==> src/rtl/pbk_pkg.sv <==
package pbk_pkg;

   typedef enum logic [1:0] {
      TRIG_OFF   = 2'd0,
      TRIG_LEVEL = 2'd1,
      TRIG_EDGE  = 2'd2,
      TRIG_BOTH  = 2'd3
   } trig_e;

   typedef struct packed {
      logic  irq_en;
      logic  pol;
      trig_e trig;
      logic  dir;
      logic  en;
   } pin_cfg_t;

   localparam int WIN_SHIFT = 5;
   localparam int PIDX_W    = 3;
   localparam int MAX_PINS  = 1 << PIDX_W;

   localparam logic [WIN_SHIFT-1:0] OFS_CFG = 5'h00;
   localparam logic [WIN_SHIFT-1:0] OFS_DEB = 5'h04;
   localparam logic [WIN_SHIFT-1:0] OFS_INP = 5'h08;
   localparam logic [WIN_SHIFT-1:0] OFS_FLT = 5'h0C;
   localparam logic [WIN_SHIFT-1:0] OFS_VAL = 5'h10;
   localparam logic [WIN_SHIFT-1:0] OFS_CLR = 5'h14;

   localparam int STAT_ADDR = 'h104;

endpackage

==> src/rtl/pbk_in_filter.sv <==
module pbk_in_filter #(
   parameter int SYNC_STAGES = 2,
   parameter int DEB_W       = 8,
   parameter bit FILTER_EN   = 1'b1
) (
   input  logic             clk,
   input  logic             rst_n,
   input  logic             raw,
   input  logic [DEB_W-1:0] thr,
   output logic             level
);

   logic [SYNC_STAGES-1:0] sync_q;
   logic                   synced;

   always_ff @(posedge clk or negedge rst_n) begin
      if (!rst_n) sync_q <= '0;
      else        sync_q <= {sync_q[SYNC_STAGES-2:0], raw};
   end

   assign synced = sync_q[SYNC_STAGES-1];

   generate
      if (FILTER_EN) begin : g_deb
         logic [DEB_W-1:0] run_q;
         logic [DEB_W:0]   run_nx;
         logic             lvl_q;

         assign run_nx = {1'b0, run_q} + 1'b1;

         always_ff @(posedge clk or negedge rst_n) begin
            if (!rst_n) begin
               run_q <= '0;
               lvl_q <= 1'b0;
            end else if (thr == '0) begin
               run_q <= '0;
               lvl_q <= synced;
            end else if (synced == lvl_q) begin
               run_q <= '0;
            end else if (run_nx >= {1'b0, thr}) begin
               run_q <= '0;
               lvl_q <= synced;
            end else begin
               run_q <= run_nx[DEB_W-1:0];
            end
         end

         assign level = lvl_q;
      end else begin : g_nodeb
         logic lvl_q;
         logic unused_thr;
         assign unused_thr = ^thr;
         always_ff @(posedge clk or negedge rst_n) begin
            if (!rst_n) lvl_q <= 1'b0;
            else        lvl_q <= synced;
         end
         assign level = lvl_q;
      end
   endgenerate

endmodule

==> src/rtl/pbk_irq_detect.sv <==
module pbk_irq_detect
   import pbk_pkg::*;
(
   input  logic  clk,
   input  logic  rst_n,
   input  logic  level,
   input  logic  pin_en,
   input  trig_e trig,
   input  logic  pol,
   input  logic  clr,
   output logic  pend
);

   logic prev_q;
   logic pend_q;
   logic rise;
   logic fall;
   logic hit;

   always_ff @(posedge clk or negedge rst_n) begin
      if (!rst_n) prev_q <= 1'b0;
      else        prev_q <= level;
   end

   assign rise = level & ~prev_q;
   assign fall = ~level & prev_q;

   always_comb begin
      unique case (trig)
         TRIG_LEVEL: hit = (level == pol);
         TRIG_EDGE:  hit = pol ? rise : fall;
         TRIG_BOTH:  hit = rise | fall;
         default:    hit = 1'b0;
      endcase
   end

   always_ff @(posedge clk or negedge rst_n) begin
      if (!rst_n)             pend_q <= 1'b0;
      else if (pin_en && hit) pend_q <= 1'b1;
      else if (clr)           pend_q <= 1'b0;
   end

   assign pend = pend_q;

endmodule

==> src/rtl/pbk_pin.sv <==
module pbk_pin
   import pbk_pkg::*;
#(
   parameter int DATA_W      = 32,
   parameter int DEB_W       = 8,
   parameter int SYNC_STAGES = 2,
   parameter bit FILTER_EN   = 1'b1
) (
   input  logic                 clk,
   input  logic                 rst_n,
   input  logic                 wr_stb,
   input  logic [WIN_SHIFT-1:0] ofs,
   input  logic [7:0]           wdata,
   input  logic                 pad_raw,
   output logic [DATA_W-1:0]    rdata,
   output logic                 pin_en,
   output logic                 irq_en,
   output logic                 pend,
   output logic                 clr_hit,
   output logic                 drv_oe,
   output logic                 drv_lvl
);

   pin_cfg_t         cfg_q;
   logic [DEB_W-1:0] thr_q;
   logic             flt_q;
   logic             val_q;
   logic             level;

   always_ff @(posedge clk or negedge rst_n) begin
      if (!rst_n) begin
         cfg_q <= '0;
         thr_q <= '0;
         flt_q <= 1'b0;
         val_q <= 1'b0;
      end else if (wr_stb) begin
         unique case (ofs)
            OFS_CFG: cfg_q <= '{irq_en: wdata[6], pol: wdata[4],
                                trig: trig_e'(wdata[3:2]),
                                dir: wdata[1], en: wdata[0]};
            OFS_DEB: thr_q <= wdata[DEB_W-1:0];
            OFS_FLT: flt_q <= wdata[0];
            OFS_VAL: val_q <= wdata[0];
            default: ;
         endcase
      end
   end

   assign clr_hit = wr_stb && (ofs == OFS_CLR) && wdata[0];

   pbk_in_filter #(
      .SYNC_STAGES (SYNC_STAGES),
      .DEB_W       (DEB_W),
      .FILTER_EN   (FILTER_EN)
   ) u_filt (
      .clk   (clk),
      .rst_n (rst_n),
      .raw   (pad_raw),
      .thr   (thr_q),
      .level (level)
   );

   pbk_irq_detect u_det (
      .clk    (clk),
      .rst_n  (rst_n),
      .level  (level),
      .pin_en (cfg_q.en),
      .trig   (cfg_q.trig),
      .pol    (cfg_q.pol),
      .clr    (clr_hit),
      .pend   (pend)
   );

   always_comb begin
      rdata = '0;
      unique case (ofs)
         OFS_CFG: begin
            rdata[0]   = cfg_q.en;
            rdata[1]   = cfg_q.dir;
            rdata[3:2] = cfg_q.trig;
            rdata[4]   = cfg_q.pol;
            rdata[6]   = cfg_q.irq_en;
         end
         OFS_DEB: rdata[DEB_W-1:0] = thr_q;
         OFS_INP: rdata[0] = level;
         OFS_FLT: rdata[0] = flt_q;
         OFS_VAL: rdata[0] = val_q;
         default: ;
      endcase
   end

   assign pin_en  = cfg_q.en;
   assign irq_en  = cfg_q.irq_en;
   assign drv_oe  = cfg_q.en & cfg_q.dir & ~flt_q;
   assign drv_lvl = val_q;

endmodule

==> src/rtl/pinbank_ctrl.sv <==
module pinbank_ctrl
   import pbk_pkg::*;
#(
   parameter int NPINS       = 8,
   parameter int DATA_W      = 32,
   parameter int ADDR_W      = 9,
   parameter int DEB_W       = 8,
   parameter int SYNC_STAGES = 2,
   parameter bit FILTER_EN   = 1'b1
) (
   input  logic              clk,
   input  logic              rst_n,
   input  logic              bus_sel,
   input  logic              bus_we,
   input  logic [ADDR_W-1:0] bus_addr,
   input  logic [DATA_W-1:0] bus_wdata,
   output logic [DATA_W-1:0] bus_rdata,
   input  logic [NPINS-1:0]  pad_in,
   output logic [NPINS-1:0]  pad_out,
   output logic [NPINS-1:0]  pad_oe,
   output logic              irq
);

   localparam int WIN_TOP = WIN_SHIFT + PIDX_W;

   generate
      if (NPINS < 1 || NPINS > MAX_PINS) begin : g_bad_npins
         $error("pinbank_ctrl: NPINS must lie in 1..8");
      end
      if (DATA_W < 8) begin : g_bad_data
         $error("pinbank_ctrl: DATA_W must be at least 8");
      end
      if (ADDR_W < WIN_TOP + 1) begin : g_bad_addr
         $error("pinbank_ctrl: ADDR_W too small for the status word");
      end
      if (DEB_W < 1 || DEB_W > 8) begin : g_bad_deb
         $error("pinbank_ctrl: DEB_W must lie in 1..8");
      end
      if (SYNC_STAGES < 2) begin : g_bad_sync
         $error("pinbank_ctrl: SYNC_STAGES must be at least 2");
      end
   endgenerate

   logic                 word_ok;
   logic                 in_win;
   logic                 stat_hit;
   logic [PIDX_W-1:0]    pin_idx;
   logic [WIN_SHIFT-1:0] ofs;
   logic                 wr_any;
   logic                 rd_any;

   logic [DATA_W-1:0] pin_rd [NPINS];
   logic [NPINS-1:0]  en_v;
   logic [NPINS-1:0]  ie_v;
   logic [NPINS-1:0]  pend_v;
   logic [NPINS-1:0]  clr_v;
   logic [DATA_W-1:0] win_rd;
   logic              unused_wdata;

   assign unused_wdata = ^bus_wdata[DATA_W-1:8];

   assign word_ok  = (bus_addr[1:0] == 2'b00);
   assign in_win   = (bus_addr[ADDR_W-1:WIN_TOP] == '0);
   assign stat_hit = (bus_addr == ADDR_W'(STAT_ADDR));
   assign pin_idx  = bus_addr[WIN_TOP-1:WIN_SHIFT];
   assign ofs      = bus_addr[WIN_SHIFT-1:0];
   assign wr_any   = bus_sel & bus_we & word_ok & in_win;
   assign rd_any   = bus_sel & ~bus_we & word_ok;

   generate
      for (genvar i = 0; i < NPINS; i++) begin : g_pin
         logic sel_this;
         assign sel_this = wr_any && (pin_idx == PIDX_W'(i));

         pbk_pin #(
            .DATA_W      (DATA_W),
            .DEB_W       (DEB_W),
            .SYNC_STAGES (SYNC_STAGES),
            .FILTER_EN   (FILTER_EN)
         ) u_pin (
            .clk     (clk),
            .rst_n   (rst_n),
            .wr_stb  (sel_this),
            .ofs     (ofs),
            .wdata   (bus_wdata[7:0]),
            .pad_raw (pad_in[i]),
            .rdata   (pin_rd[i]),
            .pin_en  (en_v[i]),
            .irq_en  (ie_v[i]),
            .pend    (pend_v[i]),
            .clr_hit (clr_v[i]),
            .drv_oe  (pad_oe[i]),
            .drv_lvl (pad_out[i])
         );
      end
   endgenerate

   always_comb begin
      win_rd = '0;
      for (int i = 0; i < NPINS; i++) begin
         if (pin_idx == PIDX_W'(i)) win_rd = pin_rd[i];
      end
   end

   always_comb begin
      bus_rdata = '0;
      if (rd_any) begin
         if (in_win)        bus_rdata = win_rd;
         else if (stat_hit) bus_rdata = DATA_W'(pend_v);
      end
   end

   assign irq = |(pend_v & ie_v);

endmodule

==> config.mk <==
export PLATFORM = sky130hd
export DESIGN_NAME = pinbank_ctrl
export DESIGN_NICKNAME = d
export VERILOG_FILES = /design/src/rtl/pbk_pkg.sv /design/src/rtl/pbk_in_filter.sv /design/src/rtl/pbk_irq_detect.sv /design/src/rtl/pbk_pin.sv /design/src/rtl/pinbank_ctrl.sv
export SDC_FILE = /design/constraint.sdc
export NUM_CORES = 1
export LEC_CHECK = 0
export BUFFER_PORTS_ARGS = -buffer_cell sky130_fd_sc_hd__buf_2
export CAP_MARGIN = 20
export CELL_PAD_IN_SITES_DETAIL_PLACEMENT = 0
export CELL_PAD_IN_SITES_GLOBAL_PLACEMENT = 1
export CORE_AREA = 2 2 235 167
export DETAILED_ROUTE_END_ITERATION = 10
export DIE_AREA = 0 0 237 169
export PLACE_DENSITY_LB_ADDON = 0.05
export SYNTH_ARGS = -nofsm -noshare
export SYNTH_HDL_FRONTEND = slang
export SYNTH_HIERARCHICAL = 1
export SYNTH_SLANG_ARGS = --single-unit
==> constraint.sdc <==
create_clock -name clk -period 2.4 [get_ports clk]
set_clock_uncertainty 0.05 [all_clocks]
set_input_delay 0.24 -clock clk [delete_from_list [all_inputs] [get_ports clk]]
set_output_delay 0.24 -clock clk [all_outputs]
set_load 0.005 [all_outputs]
==> results of run 1 <==
registers in the layout, summed over array words and instances, names as in the netlist:
name,flops
g_pin.u_pin/pin_en,8
g_pin.u_pin/u_det/pend,8
g_pin.u_pin/u_det/prev_q,8
g_pin.u_pin/irq_en,8
g_pin.u_pin/thr_q,64
g_pin.u_pin/u_filt/sync_q,16
g_pin.u_pin/cfg_q,32
g_pin.u_pin/u_filt/level,8
g_pin.u_pin/drv_lvl,8
g_pin.u_pin/u_filt/g_deb.run_q,64
g_pin.u_pin/flt_q,8
through the flow:
step / utilization / power, mW / hold WS [ps] / cell area [um^2] / worst slack (ps)
3_3_place_gp: 0.484 / 4.91 / 163 / 18400 / -206
2_1_floorplan: - / 4.73 / -106 / 17500 / 22.6
5_1_grt: 0.557 / 9.42 / 170 / 21100 / -462
6_report: 0.557 / 9.03 / 171 / 21100 / -413
4_1_cts: 0.541 / 9.13 / 173 / 20500 / -433
3_5_place_dp: 0.484 / 4.92 / 166 / 18400 / -276
power by group through the flow:
stage | logic [mW] | registers [mW] | clock network, mW
after global routing | 1.02 | 3.98 | 4.42
after global placement | 0.862 | 4.05 | 0
after CTS | 0.907 | 3.98 | 4.24
after detailed placement | 0.868 | 4.05 | 0
final | 0.918 | 3.98 | 4.13
after floorplan | 0.686 | 4.05 | 0
worst register-to-register path, stage by stage (launching register included):
cell	delay, ps
dfrtp_1	380
nand2_1	80
nor2_2	140
buf_4	130
xor2_1	280
ha_1	310
and3_4	180
a22o_1	200
a211oi_2	200
buf_4	160
nand4_4	180
nor2b_1	170
cells by family (layout without fill, tap and decap cells):
kind of cell / count (synthesis) / after routing / share of synthesized area
simple gates: 460 / 460 / 0.160
buf+inv: 310 / 521 / 0.115
mux: 264 / 264 / 0.207
flops: 232 / 232 / 0.345
compound gates: 154 / 154 / 0.0726
fa+ha+maj: 88 / 88 / 0.0655
xor+xnor: 64 / 64 / 0.0333
other cells: 8 / 192 / 0.00179
worst min-delay path by stage:
stage / start / end / slack, ps
after floorplan: rst_n / g_pin[0].u_pin/cfg_q[1]$_DFFE_PN0P_ / -110
after global placement: rst_n / g_pin[4].u_pin/u_filt/g_deb.run_q[2]$_DFF_PN0_ / 160
after detailed placement: rst_n / g_pin[4].u_pin/u_filt/g_deb.run_q[1]$_DFF_PN0_ / 170
after CTS: rst_n / g_pin[4].u_pin/u_filt/g_deb.run_q[1]$_DFF_PN0_ / 170
after global routing: bus_wdata[7] / g_pin[5].u_pin/thr_q[7]$_DFFE_PN0P_ / 170
final: rst_n / g_pin[4].u_pin/u_filt/g_deb.run_q[1]$_DFF_PN0_ / 170
cell usage after synthesis (19+ instances only):
library cell,count
nand3_1,53
nor2b_1,74
nand2b_1,19
xor2_1,48
mux4_2,45
and3_1,24
nor2_1,110
inv_1,83
mux2i_1,50
buf_4,197
mux2_2,153
ha_1,88
a21o_1,24
dfrtp_1,232
a211oi_2,20
nand2_1,73
layer usage:
layer / up-vias / wire, um / track usage
li1: 5988 / - / -
met1: 6053 / 22400 / 0.330
met2: 137 / 19900 / 0.354
met3: 56 / 1210 / 0.0266
met4: 2 / 743 / 0.0341
met5: - / 13 / 0
timing repair:
action	in CTS	in global routing
setup endpoints to repair	80	87
setup buffers	101	25
gates cloned	0	0
pin swaps	60	56
resized for setup	92	75
hold buffers	9	0
endpoints found under the hold margin	61	0
cell type report:
type | count | area share
clock inverter | 6 | 0.00397
timing repair buffer | 390 | 0.137
inverter | 83 | 0.0148
sequential | 232 | 0.276
multi-input combinational | 1222 | 0.501
clock buffer | 42 | 0.0375
tap | 496 | 0.0294
layout by cell type (no fill, tap or decap), drive strengths merged, types with 27 or more instances in the layout:
master / Yosys / final
buf: 220 / 380
dfrtp: 232 / 232
conb: 8 / 192
mux2: 169 / 169
nor2: 111 / 111
ha: 88 / 88
inv: 83 / 83
nand2: 81 / 81
nor2b: 74 / 74
nand3: 54 / 54
mux2i: 50 / 50
xor2: 48 / 48
mux4: 45 / 45
clkbuf: 7 / 43
and3: 32 / 32
o21ai: 27 / 27
==> insert_results.sql, run 1 <==
INSERT INTO impl_metrics (metric_group, metric, value, unit) VALUES
('placement', 'place.detailed.hpwl', '31.0', 'mm'),
('status', 'violated_checks', 'negative setup slack', ''),
('cells_and_area', 'drive_above_1_share', '0.426', ''),
('detailed_routing', 'vias_per_cell', '4.95', ''),
('power', 'swShare', '0.246', ''),
('run', 'max_cap_viol_count', '0', ''),
('worst_setup_path', 'crit_required', '2110', 'ps'),
('cells_and_area', 'post_route_non_filler_standard_cell_count', '2471', ''),
('global_routing', 'groute.usage.overall', '0.222', ''),
('clocking', 'clock_insertion_delay_worst_skew', '550', 'ps'),
('worst_setup_path', 'crit_slowest_cell', 'mux4_2', ''),
('logic_synthesis', 'synth_edf_count', '0', ''),
('logic_synthesis', 'synth_cell_type_count', '51', ''),
('clocking', 'clock_tree.buffer_depth', '3', ''),
('worst_setup_path', 'path_cells', 'mux2_2, nand4b_1, o211ai_1, mux4_2, a22o_1, a21o_1, buf_2', ''),
('timing', 'finalSetupViolCount', '69', ''),
('worst_setup_path', 'critical-path-max-stage-delay', '490', 'ps'),
('timing', 'final_critical_path_setup_slack', '-413', 'ps'),
('global_routing', 'grt_overflow', '0', ''),
('cells_and_area', 'multi_input_area', '0.0106', 'mm^2'),
('worst_setup_path', 'critPathCapture', 'bus_rdata[0]', ''),
('power', 'cellInternalPower', '6.80', 'mW'),
('worst_setup_path', 'critical_path_sink_type', 'output pin', ''),
('detailed_routing', 'drc_errors', '0', ''),
('placement', 'buffer_ports.inserted', '70', ''),
('clocking', 'cts.sink_count', '232', ''),
('die', 'width_of_the_die', '237', 'um'),
('timing', 'worst_slew_pin_slew', '598', 'ps'),
('detailed_routing', 'wire_per_inst', '17.9', 'um'),
('logic_synthesis', 'ys.warnings.count', '6', ''),
('worst_setup_path', 'cp.buffers_inverters', '1', ''),
('logic_synthesis', 'seq_total_area_yosys', '0.345', ''),
('worst_setup_path', 'timing.setup.critical_path_class', 'reg -> out', ''),
('die', 'fp.coreArea', '0.0379', 'mm^2'),
('timing', 'slew_viol_final', '0', ''),
('logic_synthesis', 'synthArstFlopShare', '1.00', ''),
('logic_synthesis', 'number_of_storage_elements_in_the_synthesis_netlist', '232', ''),
('clocking', 'number_of_cts_inserted_buffers', '26', ''),
('cells_and_area', 'regArea', '0.00583', 'mm^2'),
('power', 'power.leakage', '10.3', 'nW'),
('detailed_routing', 'antenna_violating_nets_post_route', '0', ''),
('logic_synthesis', 'synth_flop_cell', 'dfrtp_1', ''),
('timing', 'timing.max_slew.rel_slack', '0.598', ''),
('timing', 'finalCritPeriodShare', '1.17', ''),
('power', 'seq_power_share', '0.441', ''),
('power', 'part_of_the_power_in_the_clock_network', '0.457', ''),
('power', 'power_switching', '2.22', 'mW'),
('logic_synthesis', 'synth_area', '0.0168', 'mm^2'),
('clocking', 'path_clk_slew', '60', 'ps'),
('timing', 'grt_setup_unrepaired', 'yes', ''),
('logic_synthesis', 'syn-instance-count', '1580', ''),
('worst_setup_path', 'worstReg2RegStart', 'g_pin[5].u_pin/u_filt/g_deb.run_q[0]$_DFF_PN0_', ''),
('detailed_routing', 'drt-pass1-iter-count', '7', ''),
('die', 'die_area', '0.0401', 'mm^2'),
('clocking', 'cts-htree-levels', '1', ''),
('worst_setup_path', 'critPathArrivalTime', '2520', 'ps'),
('die', 'die_height', '169', 'um'),
('logic_synthesis', 'netlist_top_cells_area', 'dfrtp_1, mux2_2, buf_4', ''),
('worst_setup_path', 'worst-r2r-setup-slack', '-140', 'ps'),
('logic_synthesis', 'netlist.area_leader.share', '0.345', ''),
('status', 'run_status', 'finished, violations left', ''),
('cells_and_area', 'num_antenna_cells', '0', ''),
('clocking', 'cts_tree', 'done', ''),
('die', 'pin_count', '102', ''),
('power', 'power_density_relative_to_cell_area', '428', 'mW/mm^2'),
('placement', 'finalWeightedCongestion', '0.844', ''),
('timing', 'fmax', '0.356', 'GHz'),
('worst_setup_path', 'r2r_cells', '11', ''),
('power', 'max-vdd-ir-drop', '551', 'uV'),
('global_routing', 'grt_first_pass_wirelength', '69.9', 'mm'),
('cells_and_area', 'layout.nets', '2096', '');
Note: power is estimated with default switching activity, not from simulation.
==> run 2, diff against run 1 <==
- PLACE_DENSITY: not set -> 0.73
- PLACE_DENSITY_LB_ADDON: 0.05 -> not set
- SKIP_LAST_GASP: not set -> 1
==> insert_results.sql, run 2 (synthesis results as in run 1) <==
INSERT INTO impl_metrics (metric_group, metric, value, unit) VALUES
('status', 'run_status', 'finished, violations left', ''),
('status', 'violated_checks', 'negative setup slack', ''),
('die', 'die_area', '0.0401', 'mm^2'),
('clocking', 'cts-htree-levels', '1', ''),
('timing', 'worst_slew_pin_slew', '589', 'ps'),
('cells_and_area', 'drive_above_1_share', '0.405', ''),
('timing', 'fmax', '0.363', 'GHz'),
('worst_setup_path', 'worst-r2r-setup-slack', '-140', 'ps'),
('worst_setup_path', 'timing.setup.critical_path_class', 'reg -> out', ''),
('run', 'max_cap_viol_count', '0', ''),
('power', 'power_density_relative_to_cell_area', '432', 'mW/mm^2'),
('global_routing', 'grt_pass1_vias', '12400', ''),
('worst_setup_path', 'crit_slowest_cell', 'mux4_2', ''),
('placement', 'place.detailed.hpwl', '31.1', 'mm'),
('timing', 'final_critical_path_setup_slack', '-358', 'ps'),
('placement', 'finalWeightedCongestion', '0.888', ''),
('worst_setup_path', 'critical_path_sink_type', 'output pin', ''),
('clocking', 'clock_insertion_delay_worst_skew', '540', 'ps'),
('placement', 'buffer_ports.inserted', '70', ''),
('cells_and_area', 'synthesis_to_layout_area_growth', '23.0', '%'),
('power', 'power.total', '8.94', 'mW'),
('detailed_routing', 'drt-pass1-iter-count', '5', ''),
('worst_setup_path', 'critical-path-max-stage-delay', '490', 'ps'),
('placement', 'placement.setup.worst_slack', '-237', 'ps'),
('power', 'comb_power_share', '0.102', ''),
('clocking', 'path_clk_slew', '60', 'ps'),
('global_routing', 'grt_overflow', '0', ''),
('clocking', 'cts_tree', 'done', ''),
('detailed_routing', 'drt_first_iter_violations', '733', ''),
('global_routing', 'grt_first_pass_wirelength', '69.2', 'mm'),
('timing', 'min_period', '2760', 'ps'),
('detailed_routing', 'wire_per_inst', '18.0', 'um'),
('power', 'part_of_the_power_in_the_clock_network', '0.454', ''),
('cells_and_area', 'num_antenna_cells', '0', ''),
('cells_and_area', 'num-fill-cells', '3344', ''),
('timing', 'hold_viol', '0', ''),
('die', 'placement_rows', '60', ''),
('detailed_routing', 'vias_per_cell', '5.10', ''),
('power', 'swShare', '0.240', ''),
('detailed_routing', 'drc_errors', '0', ''),
('cells_and_area', 'layout.cells.most_common_list', 'buf_4, dfrtp_1, conb_1', ''),
('worst_setup_path', 'path_cells', 'mux2_4, nand4b_1, o211ai_1, mux4_2, a22o_1, a21o_1, buf_2', ''),
('power', 'max-vdd-ir-drop', '380', 'uV'),
('power', 'seq_power_share', '0.445', ''),
('detailed_routing', 'detail_route.wirelength', '43.6', 'mm'),
('detailed_routing', 'antenna_violating_nets_post_route', '0', ''),
('clocking', 'number_of_cts_inserted_buffers', '24', ''),
('detailed_routing', 'vias_after_detailed_routing', '12400', ''),
('global_routing', 'groute.usage.overall', '0.219', ''),
('worst_setup_path', 'timing.critical_path.from_type', 'register', ''),
('power', 'power_switching', '2.15', 'mW'),
('timing', 'grt_setup_unrepaired', 'yes', ''),
('worst_setup_path', 'path_max_fanout', '2', ''),
('worst_setup_path', 'critPathArrivalTime', '2470', 'ps'),
('die', 'fp.coreArea', '0.0379', 'mm^2'),
('die', 'width_of_the_die', '237', 'um'),
('die', 'pin_count', '102', ''),
('cells_and_area', 'layout.nets', '2055', ''),
('worst_setup_path', 'critical-path-top-delay-family', 'multiplexers', ''),
('clocking', 'clock-root-buffer', 'clkbuf_16', ''),
('hold_path', 'min-delay-path-class', 'in -> async', ''),
('die', 'die_height', '169', 'um'),
('die', 'floorplan.initialDensity', '0.443', ''),
('cells_and_area', 'largest_registers', 'g_pin.u_pin/thr_q (64), g_pin.u_pin/u_filt/g_deb.run_q (64), g_pin.u_pin/cfg_q (32)', ''),
('global_routing', 'grt_start_max_net_pins', '65', ''),
('clocking', 'clock_tree.buffer_depth', '3', ''),
('timing', 'finalSetupViolCount', '59', ''),
('timing', 'timing.max_slew.rel_slack', '0.607', ''),
('worst_setup_path', 'crit_required', '2110', 'ps'),
('power', 'cellInternalPower', '6.79', 'mW'),
('timing', 'slew_viol_final', '0', ''),
('cells_and_area', 'layout_commonest_cell', 'buf_4', ''),
('timing', 'finalCritPeriodShare', '1.15', ''),
('clocking', 'cts.sink_count', '232', ''),
('global_routing', 'grt_antenna_before_repair', '3', ''),
('worst_setup_path', 'cp.buffers_inverters', '1', ''),
('power', 'power.leakage', '10.0', 'nW');
==> run 2: worst reg2reg max path, stage by stage (launching register included) <==
cell      delay [ps]
dfrtp_1          420
nand2_1           80
nor2_2           120
and3_4           200
xor2_2           170
ha_1             270
and3_4           180
a22o_1           200
a211oi_2         240
nand3_1          160
mux2_4           320
==> run 2: worst paths after layout <==
| kind | start | end | depth (start not counted) |
|---|---|---|---|
| setup reg to reg | g_pin[3].u_pin/u_filt/g_deb.run_q[1]$_DFF_PN0_ | g_pin[3].u_pin/u_filt/level$_DFFE_PN0P_ | 10 |
| min in group clk | bus_wdata[7] | g_pin[6].u_pin/thr_q[7]$_DFFE_PN0P_ | 2 |
| hold / removal | rst_n | g_pin[0].u_pin/thr_q[0]$_DFFE_PN0P_ | 2 |
| setup / recovery | g_pin[2].u_pin/u_filt/level$_DFFE_PN0P_ | bus_rdata[0] | 7 |
| max in group asynchronous | rst_n | g_pin[2].u_pin/thr_q[1]$_DFFE_PN0P_ | 3 |
| hold reg to reg | g_pin[7].u_pin/u_filt/sync_q[0]$_DFF_PN0_ | g_pin[7].u_pin/u_filt/sync_q[1]$_DFF_PN0_ | 0 |
==> run 2: routing by layer <==
layer	part of all wire	vias up	global-route usage
met3	0.037	45	0.0280
li1	-	5908	-
met1	0.49	6230	0.321
met4	0.015	2	0.0363
met2	0.46	188	0.351
met5	0.00028	-	0
==> run 2: repair_timing <==
action                                  4_1_cts  5_1_grt
hold buffers                                  9        0
setup buffers                                80       19
cloned                                        0        0
endpoints found under the setup margin       80       81
resized for setup                            68       74
endpoints found under the hold margin        90        0
pin swaps                                    78       66
==> run 2: power groups by stage <==
stage,Combinational (mW),Clock [mW],Sequential [mW]
final,0.908,4.06,3.98
after CTS,0.895,4.14,3.98
after floorplan,0.686,0,4.05
after global routing,1.01,4.31,3.98
after detailed placement,0.861,0,4.05
after global placement,0.845,0,4.05
==> run 2: cell type report <==
| type | instances | area [um^2] | share of cell area |
|---|---|---|---|
| Multi-Input combinational cell | 1222 | 10500 | 0.509 |
| Clock buffer | 36 | 747 | 0.0361 |
| Timing Repair Buffer | 351 | 2550 | 0.123 |
| Sequential cell | 232 | 5820 | 0.281 |
| Tap cell | 496 | 621 | 0.0300 |
| Clock inverter | 5 | 105 | 0.00508 |
| Inverter | 83 | 312 | 0.0151 |
==> run 2: per-stage QoR <==
step | cell area (um^2) | TNS [ps] | util | hold WS [ps] | cells
after floorplan | 17500 | 0 | - | -106 | 1764
after global placement | 18200 | -10790 | 0.481 | 129 | 2276
after detailed placement | 18200 | -18770 | 0.481 | 124 | 2276
after CTS | 20100 | -5450 | 0.531 | 178 | 2406
after global routing | 20700 | -14710 | 0.546 | 205 | 2425
final | 20700 | -3580 | 0.546 | 166 | 2425
